`config.mk`:
```
export PLATFORM = sky130hd
export DESIGN_NAME = xreg_indirect
export DESIGN_NICKNAME = d
export VERILOG_FILES = /design/src/rtl/xreg_pkg.sv /design/src/rtl/xreg_rst_sync.sv /design/src/rtl/xreg_ctl.sv /design/src/rtl/xreg_ptr.sv /design/src/rtl/xreg_decode.sv /design/src/rtl/xreg_indirect.sv
export SDC_FILE = /design/constraint.sdc
export NUM_CORES = 1
export LEC_CHECK = 0
export ABC_CLOCK_PERIOD_IN_PS = 3340
export BUFFER_PORTS_ARGS = -buffer_cell sky130_fd_sc_hd__buf_2
export CORE_MARGIN = 2
export CORE_UTILIZATION = 30
export CTS_CLUSTER_DIAMETER = 30
export DETAILED_ROUTE_END_ITERATION = 10
export SETUP_SLACK_MARGIN = 0.4
export SYNTH_ARGS = -nofsm -noshare
export SYNTH_HDL_FRONTEND = slang
export SYNTH_HIERARCHICAL = 1
export SYNTH_SLANG_ARGS = --single-unit
```
`constraint.sdc`:
```
create_clock -name clk -period 3.34 [get_ports clk]
set_clock_uncertainty 0.2 [all_clocks]
set_input_delay 0.668 -clock clk [delete_from_list [all_inputs] [get_ports clk]]
set_output_delay 0.668 -clock clk [all_outputs]
set_load 0.05 [all_outputs]
```
`src/rtl/xreg_pkg.sv`:
```
package xreg_pkg;
  typedef enum logic [1:0] {
    FN_LOAD   = 2'b00,
    FN_HOLD   = 2'b01,
    FN_INC_RW = 2'b10,
    FN_INC_WR = 2'b11
  } fn_e;

  typedef struct packed {
    fn_e        fn;
    logic [4:0] dev;
  } ctl_t;

  localparam logic [4:0] CTL_ADDR = 5'h0D;
  localparam logic [4:0] WIN_ADDR = 5'h0E;
  localparam logic [4:0] DEV_EXT  = 5'h1F;
endpackage

```
`src/rtl/xreg_rst_sync.sv`:
```
module xreg_rst_sync #(
  parameter int STAGES = 2
) (
  input  logic clk,
  input  logic rst_n,
  output logic rst_sync_n
);
  logic [STAGES-1:0] sync_q;
  logic [STAGES-1:0] sync_d;

  always_comb sync_d = {sync_q[STAGES-2:0], 1'b1};

  always_ff @(posedge clk or negedge rst_n) begin
    if (!rst_n) sync_q <= '0;
    else        sync_q <= sync_d;
  end

  assign rst_sync_n = sync_q[STAGES-1];
endmodule

```
`src/rtl/xreg_ctl.sv`:
```
module xreg_ctl
  import xreg_pkg::*;
#(
  parameter int DW = 16
) (
  input  logic          clk,
  input  logic          rst_n,
  input  logic          wr_en,
  input  logic [DW-1:0] wdata,
  output ctl_t          ctl_q
);
  ctl_t ctl_d;

  always_comb begin
    ctl_d = ctl_q;
    if (wr_en) begin
      ctl_d.fn  = fn_e'(wdata[DW-1 -: 2]);
      ctl_d.dev = wdata[4:0];
    end
  end

  always_ff @(posedge clk or negedge rst_n) begin
    if (!rst_n) ctl_q <= '{fn: FN_LOAD, dev: 5'h00};
    else        ctl_q <= ctl_d;
  end
endmodule

```
`src/rtl/xreg_ptr.sv`:
```
module xreg_ptr #(
  parameter int PW = 16
) (
  input  logic          clk,
  input  logic          rst_n,
  input  logic          load,
  input  logic [PW-1:0] load_val,
  input  logic          step,
  output logic [PW-1:0] ptr_q
);
  logic [PW-1:0] ptr_d;
  logic          ptr_en;

  always_comb begin
    ptr_en = load | step;
    if (load) ptr_d = load_val;
    else      ptr_d = ptr_q + {{(PW-1){1'b0}}, 1'b1};
  end

  always_ff @(posedge clk or negedge rst_n) begin
    if (!rst_n)      ptr_q <= '0;
    else if (ptr_en) ptr_q <= ptr_d;
  end
endmodule

```
`src/rtl/xreg_decode.sv`:
```
module xreg_decode
  import xreg_pkg::*;
(
  input  logic [4:0] addr,
  input  logic       we,
  input  logic       re,
  input  ctl_t       ctl,
  output logic       ctl_wr,
  output logic       ptr_load,
  output logic       data_ok,
  output logic       x_we,
  output logic       x_re,
  output logic       ptr_step
);
  logic win_hit;

  always_comb begin
    win_hit  = (addr == WIN_ADDR);
    ctl_wr   = we && (addr == CTL_ADDR);
    ptr_load = win_hit && we && (ctl.fn == FN_LOAD);
    data_ok  = (ctl.fn != FN_LOAD) && (ctl.dev == DEV_EXT);
    x_we     = win_hit && we && data_ok;
    x_re     = win_hit && re && data_ok;
    unique case (ctl.fn)
      FN_INC_RW: ptr_step = x_we || x_re;
      FN_INC_WR: ptr_step = x_we;
      default:   ptr_step = 1'b0;
    endcase
  end
endmodule

```
`src/rtl/xreg_indirect.sv`:
```
module xreg_indirect
  import xreg_pkg::*;
#(
  parameter int DW          = 16,
  parameter int PW          = 16,
  parameter int SYNC_STAGES = 2
) (
  input  logic          clk,
  input  logic          rst_n,
  input  logic [4:0]    mgmt_addr,
  input  logic [DW-1:0] mgmt_wdata,
  input  logic          mgmt_we,
  input  logic          mgmt_re,
  output logic [DW-1:0] mgmt_rdata,
  output logic [PW-1:0] ext_addr,
  output logic [DW-1:0] ext_wdata,
  output logic          ext_we,
  output logic          ext_re,
  input  logic [DW-1:0] ext_rdata
);
  localparam int PAD_W = DW - PW;

  logic       rst_sync_n;
  ctl_t       ctl_q;
  logic       ctl_wr, ptr_load, data_ok, ptr_step;
  logic [PW-1:0] ptr_q;
  logic [1:0] fn_w;
  logic [4:0] dev_w;

  xreg_rst_sync #(.STAGES(SYNC_STAGES)) u_rst (
    .clk(clk), .rst_n(rst_n), .rst_sync_n(rst_sync_n)
  );

  xreg_ctl #(.DW(DW)) u_ctl (
    .clk(clk), .rst_n(rst_sync_n), .wr_en(ctl_wr),
    .wdata(mgmt_wdata), .ctl_q(ctl_q)
  );

  xreg_decode u_dec (
    .addr(mgmt_addr), .we(mgmt_we), .re(mgmt_re), .ctl(ctl_q),
    .ctl_wr(ctl_wr), .ptr_load(ptr_load), .data_ok(data_ok),
    .x_we(ext_we), .x_re(ext_re), .ptr_step(ptr_step)
  );

  xreg_ptr #(.PW(PW)) u_ptr (
    .clk(clk), .rst_n(rst_sync_n), .load(ptr_load),
    .load_val(mgmt_wdata[PW-1:0]), .step(ptr_step), .ptr_q(ptr_q)
  );

  assign ext_addr  = ptr_q;
  assign ext_wdata = mgmt_wdata;
  assign fn_w      = ctl_q.fn;
  assign dev_w     = ctl_q.dev;

  always_comb begin
    mgmt_rdata = '0;
    if (mgmt_re) begin
      if (mgmt_addr == CTL_ADDR) begin
        mgmt_rdata[DW-1 -: 2] = ctl_q.fn;
        mgmt_rdata[4:0]       = ctl_q.dev;
      end else if (mgmt_addr == WIN_ADDR) begin
        if (ctl_q.fn == FN_LOAD) mgmt_rdata = {{PAD_W{1'b0}}, ptr_q};
        else if (data_ok)        mgmt_rdata = ext_rdata;
      end
    end
  end
endmodule

```
-- Word-level counts from Yosys, hierarchy flattened
Cells that the tools add are included.
- reductions and logical operators: 10
- add/subtract/negate cells: 1
- equality and inequality tests: 5
- mux-type cells: 9
- bitwise logic cells: 1
- operator list (operator ; number):
    $mux W16 ; 5
    $add A16 B1 Y16 const B ; 1
    $eq A5 B4 Y1 const B ; 2
    $mux W9 ; 1
    $logic_and A1 B1 Y1 ; 7
    $eq A5 B5 Y1 const B ; 1
    $mux W5 ; 1
    $eq A2 B2 Y1 const B ; 2
    $logic_not A2 Y1 ; 1
    $mux W2 ; 1
    $pmux W1 S2 ; 1
    $reduce_bool A2 Y1 ; 1
    $logic_or A1 B1 Y1 ; 1
    $or A1 B1 Y1 ; 1
- register bits after elaboration: 25
- output and inout bits: 50
- input bits: 41

-- Depth between registers and ports, before layout
- depth after elaboration: 7
- depth in mapped cells: 8
- gate-level depth less buffers: 7

-- Hierarchy
Netlist, hierarchy kept.
- modules (own cells, without submodules) (module ; times used ; sequential area each (um2) ; cells an instance ; area each (um2)):
    xreg_ptr ; 1 ; 400.4 ; 99 ; 943.4
    xreg_indirect ; 1 ; 0.0 ; 81 ; 506.7
    xreg_ctl ; 1 ; 175.2 ; 15 ; 291.5
    xreg_decode ; 1 ; 0.0 ; 14 ; 111.4
    xreg_rst_sync ; 1 ; 50.0 ; 3 ; 53.8

-- Worst setup path after synthesis
Ideal clock, no wire load.
- path kind: input -> output
- from: input port mgmt_addr[4]
- to: output port mgmt_rdata[10]
- path slack: 435 ps
- cell stages on the path: 4
- path buffers: 1
- data arrival time: 2037 ps
- cells stage by stage: and4b_1 nand2_1 buf_2 a21oi_1
- word-level cells in the longest chain between the ends: 4
- ends and longest elaborated chain (element ; line ; source):
    start: declaration ; xreg_indirect.sv:10 ; input logic [4:0] mgmt_addr,
    $eq A5 B4 Y1 ; xreg_indirect.sv:61 ; end else if (mgmt_addr == WIN_ADDR) begin
    $mux W16 ; xreg_indirect.sv:61 ;
    $mux W9 (*) ; xreg_indirect.sv:58 ; if (mgmt_addr == CTL_ADDR) begin
    $mux W16 (*) ; xreg_indirect.sv:57 ; if (mgmt_re) begin
    end: declaration ; xreg_indirect.sv:14 ; output logic [DW-1:0] mgmt_rdata,
Every way passes the cells marked *; elsewhere a longest branch is shown, timed or not.

-- Worst setup path in the final report
- from: register u_ctl/ctl_q[2] (netlist name)
- to: output port mgmt_rdata[15]
- word-level cells in the longest chain between the ends: 7
- ends and longest elaborated chain (element ; line ; source):
    $eq A5 B5 Y1 ; xreg_decode.sv:21 ; data_ok = (ctl.fn != FN_LOAD) && (ctl.dev == DEV_EXT);
    $logic_and A1 B1 Y1 ; xreg_decode.sv:21 ;
    net data_ok ; xreg_indirect.sv:25 ; logic ctl_wr, ptr_load, data_ok, ptr_step;
    $mux W16 ; xreg_indirect.sv:63 ; else if (data_ok) mgmt_rdata = ext_rdata;
    $mux W16 ; xreg_indirect.sv:62 ; if (ctl_q.fn == FN_LOAD) mgmt_rdata = {{PAD_W{1'b0}}, ptr_q};
    $mux W16 ; xreg_indirect.sv:61 ;
    $mux W2 ; xreg_indirect.sv:58 ;
    $mux W16 ; xreg_indirect.sv:57 ;
The timed path passes the listed nets, and every way through them passes these cells.

==> flow_metrics.tcl <==
set metrics [dict create \
    synth.most_common_cell "nand2_1" \
    grt_util_met1_pct 20.5 \
    syn_avg_cell_area_sq_um 8.99 \
    final-setup-viol-count 0 \
    core_sq_um 6240 \
    hpwl_microns 3950 \
    synth_edf_count 0 \
    netlist_area_sq_um 1910 \
    grtUsageMet3_pct 2.18 \
    rsz0062_at_grt "false" \
    clock_latency_ns 0.26 \
    total_leakage_power_nw 1.06 \
    die_w_microns 83.7 \
    area_growth_pct 22.4 \
    min_path_type "flop to flop" \
    combPwrFrac_pct 41.6 \
    grt-ovfl-total 0 \
    antenna_cells 0 \
    drc 0 \
    vdd_drop_max_mv 0.277 \
    sw_frac_of_total_pct 47.0 \
    cts_tree "done" \
    relSlewSlack_pct 35.3 \
    drt_pass1_iterations 4 \
    p_int_mw 0.592 \
    netlist_top_cells_count "nand2_1, dfrtp_1, buf_4" \
    start_kind "flop" \
    grt_max_degree 34 \
    antenna_found_initial 0 \
    clkSlewWorstSetupHoldPaths_ns 0.09 \
    switchingPower_mw 0.524 \
    die_h_microns 83.7 \
    crit_chain "nand3_1 > nor3_2 > buf_6 > a32oi_1 > o22ai_1 > buf_2" \
    worstMarginPinSlew_ns 0.970 \
    worstSetupEndpointType "output pin" \
    rows 29 \
    io_pins 91 \
    synth_top_flop_cell "dfrtp_1" \
    ys_seq_elements 25 \
    use_met2_pct 23.9 \
    grt-busiest-layer "met2" \
    ys_async_sr_fraction_pct 100 \
    initial_core_util_pct 30.6 \
    fin_nets 323 \
    min_period_ns 2.78 \
    drive_gt1_share_pct 42.5 \
    place.port_buffers 90 \
    power_frac_clock_pct 16.4 \
    tns_ns 0 \
    fin_crit_sh_pct 83.1 \
    seqPwrFrac_pct 42.0 \
    post_cts_buffers 0 \
    via_per_inst 5.01 \
    htree_levels 1 \
    max_cap_violations 0 \
    ys_seq_area_share_pct 32.8 \
    crit_type "flop to output pin" \
    wire_per_inst_microns 14.5 \
    first_global_vias 1635 \
    crit_path_max_fanout 17 \
    grt_pass1_wl_microns 8370 \
    drv_slew 0 \
    antenna_left 0 \
    yosys-top-cells-area "dfrtp_1, buf_4, nand2_1, mux2_4, nand3_1" \
    synth_fp_nets 254 \
    synth_top_area_cell "dfrtp_1" \
    netlist_instances 212 \
    required_ns 2.47 \
    critPathBufInv 2 \
    slowest_stage "dfrtp_1" \
    p_per_area_nw_per_um2 479 \
    ys_types 44 \
    gp_congestion 0.853 \
    grt_usage_pct 14.5 \
    status "finished clean" \
    crit_arrival_ns 1.91 \
    fmax_mhz 360 \
    fin_cells 357 \
    finalWirelength_microns 5170 \
    dp_cells 352 \
    cts_max_path_buffers 2 \
    yosys_warnings 6 \
    critPathMaxStageDelay_ns 0.39 \
    synth_top_area_share_pct 32.8 \
    finalHoldViolCount 0 \
    cts_buffers 3 \
    dieArea_sq_um 7010 \
    drt_iter0_drc 94 \
    clkSinkCount 25 \
    vias 1787 \
    clockRootBuffer "clkbuf_8" \
    cpLargestDelayFamily "buffers and inverters" \
]
==> flip-flops by register name, indices dropped and copies added, names as in the netlist <==
name and cells:
u_ctl/ctl_q 7, u_ptr/ptr_q 16, u_rst/sync_q 2
==> cell usage in the layout (no fill, tap or decap), types with 2 or more instances in the layout <==
cell type,count
a21oi_1,9
a31oi_1,9
a32oi_1,2
and3_1,3
and3_2,2
and4_2,3
buf_2,87
buf_4,2
clkbuf_4,3
clkbuf_8,3
dfrtp_1,24
inv_1,4
mux2_4,7
nand2_1,31
nand2b_1,2
nand3_1,14
nand4_1,3
nand4_4,2
nor2_1,5
nor2b_1,3
nor3_1,3
nor3b_1,5
o21ai_0,12
o22ai_1,2
o2bb2ai_1,5
o31a_1,2
xnor2_1,7
xor2_1,5
==> power groups by stage <==
stage / Clock (mW) / Sequential [mW] / Combinational (mW)
floorplan: 0 / 0.588 / 0.247
global placement: 0 / 0.475 / 0.462
detailed placement: 0 / 0.476 / 0.464
CTS: 0.190 / 0.470 / 0.466
global route: 0.203 / 0.485 / 0.497
finish: 0.183 / 0.469 / 0.464
==> worst register-to-register path, delay by kind of cell (launching register included) <==
| kind | cells | cell delay (ns) |
|---|---|---|
| AND/OR/NAND/NOR | 3 | 0.58 |
| AO/OA/AOI/OAI | 3 | 0.78 |
| buffers and inverters | 1 | 0.19 |
| flip-flops | 1 | 0.45 |
==> cells by family (layout without fill, tap and decap cells) <==
logic type	after synthesis	count (layout)	share of synthesized area, %
AND/OR/NAND/NOR	87	87	28.2
XOR/XNOR	12	12	5.51
adder cells (fa/ha/maj)	1	1	0.656
flip-flops	25	25	32.8
other	1	1	0.197
buffers and inverters	34	102	11.9
multiplexers	8	8	6.04
AO/OA/AOI/OAI	44	44	14.6
==> area by class of cell <==
class,instances,area [sq um]
fill,666,3910
inverter,4,15.0
tap,77,96.3
sequential,25,627
clock buffer,4,45.0
multi-input combinational,153,1060
timing repair buffer,94,494
==> metal layers <==
layer	vias to the layer above	wire (microns)	part of all wire [%]
li1	873	-	-
met1	856	2420	47
met2	56	2460	48
met3	2	264	5.1
met4	0	29	0.56
met5	-	0	0
==> worst paths after layout <==
path	startpoint	to	slack [ns]	cells after the start
max	u_ctl/ctl_q[2]	mgmt_rdata[15]	0.56	6
min	u_rst/sync_q[0]	u_rst/sync_q[1]	0.16	0
max reg2reg	u_ctl/ctl_q[5]	u_ptr/ptr_q[15]	1.04	7
min reg2reg	u_rst/sync_q[0]	u_rst/sync_q[1]	0.16	0
max in group asynchronous	u_rst/sync_q[1]	u_ctl/ctl_q[6]	2.08	0
min in group asynchronous	u_rst/sync_q[1]	u_ptr/ptr_q[5]	0.21	0
==> per-stage QoR <==
stage                     setup WS (ns)  cell area, sq um  power [mW]  utilization, %  hold slack (ns)
after CTS                         0.415              2320        1.13            37.1            0.161
after floorplan                   0.435              1910       0.834               -           0.0938
final                             0.564              2330        1.12            37.4            0.160
after global routing              0.405              2330        1.19            37.4            0.181
after detailed placement          0.459              2260       0.940            36.3            0.140
after global placement            0.470              2260       0.937            36.3            0.137
==> repair_timing <==
item	CTS	global route
hold buffers	1	0
setup endpoints to repair	0	16
endpoints found under the hold margin	2	0
resized for setup	0	7
No activity file was read; power rests on OpenSTA's default activity.
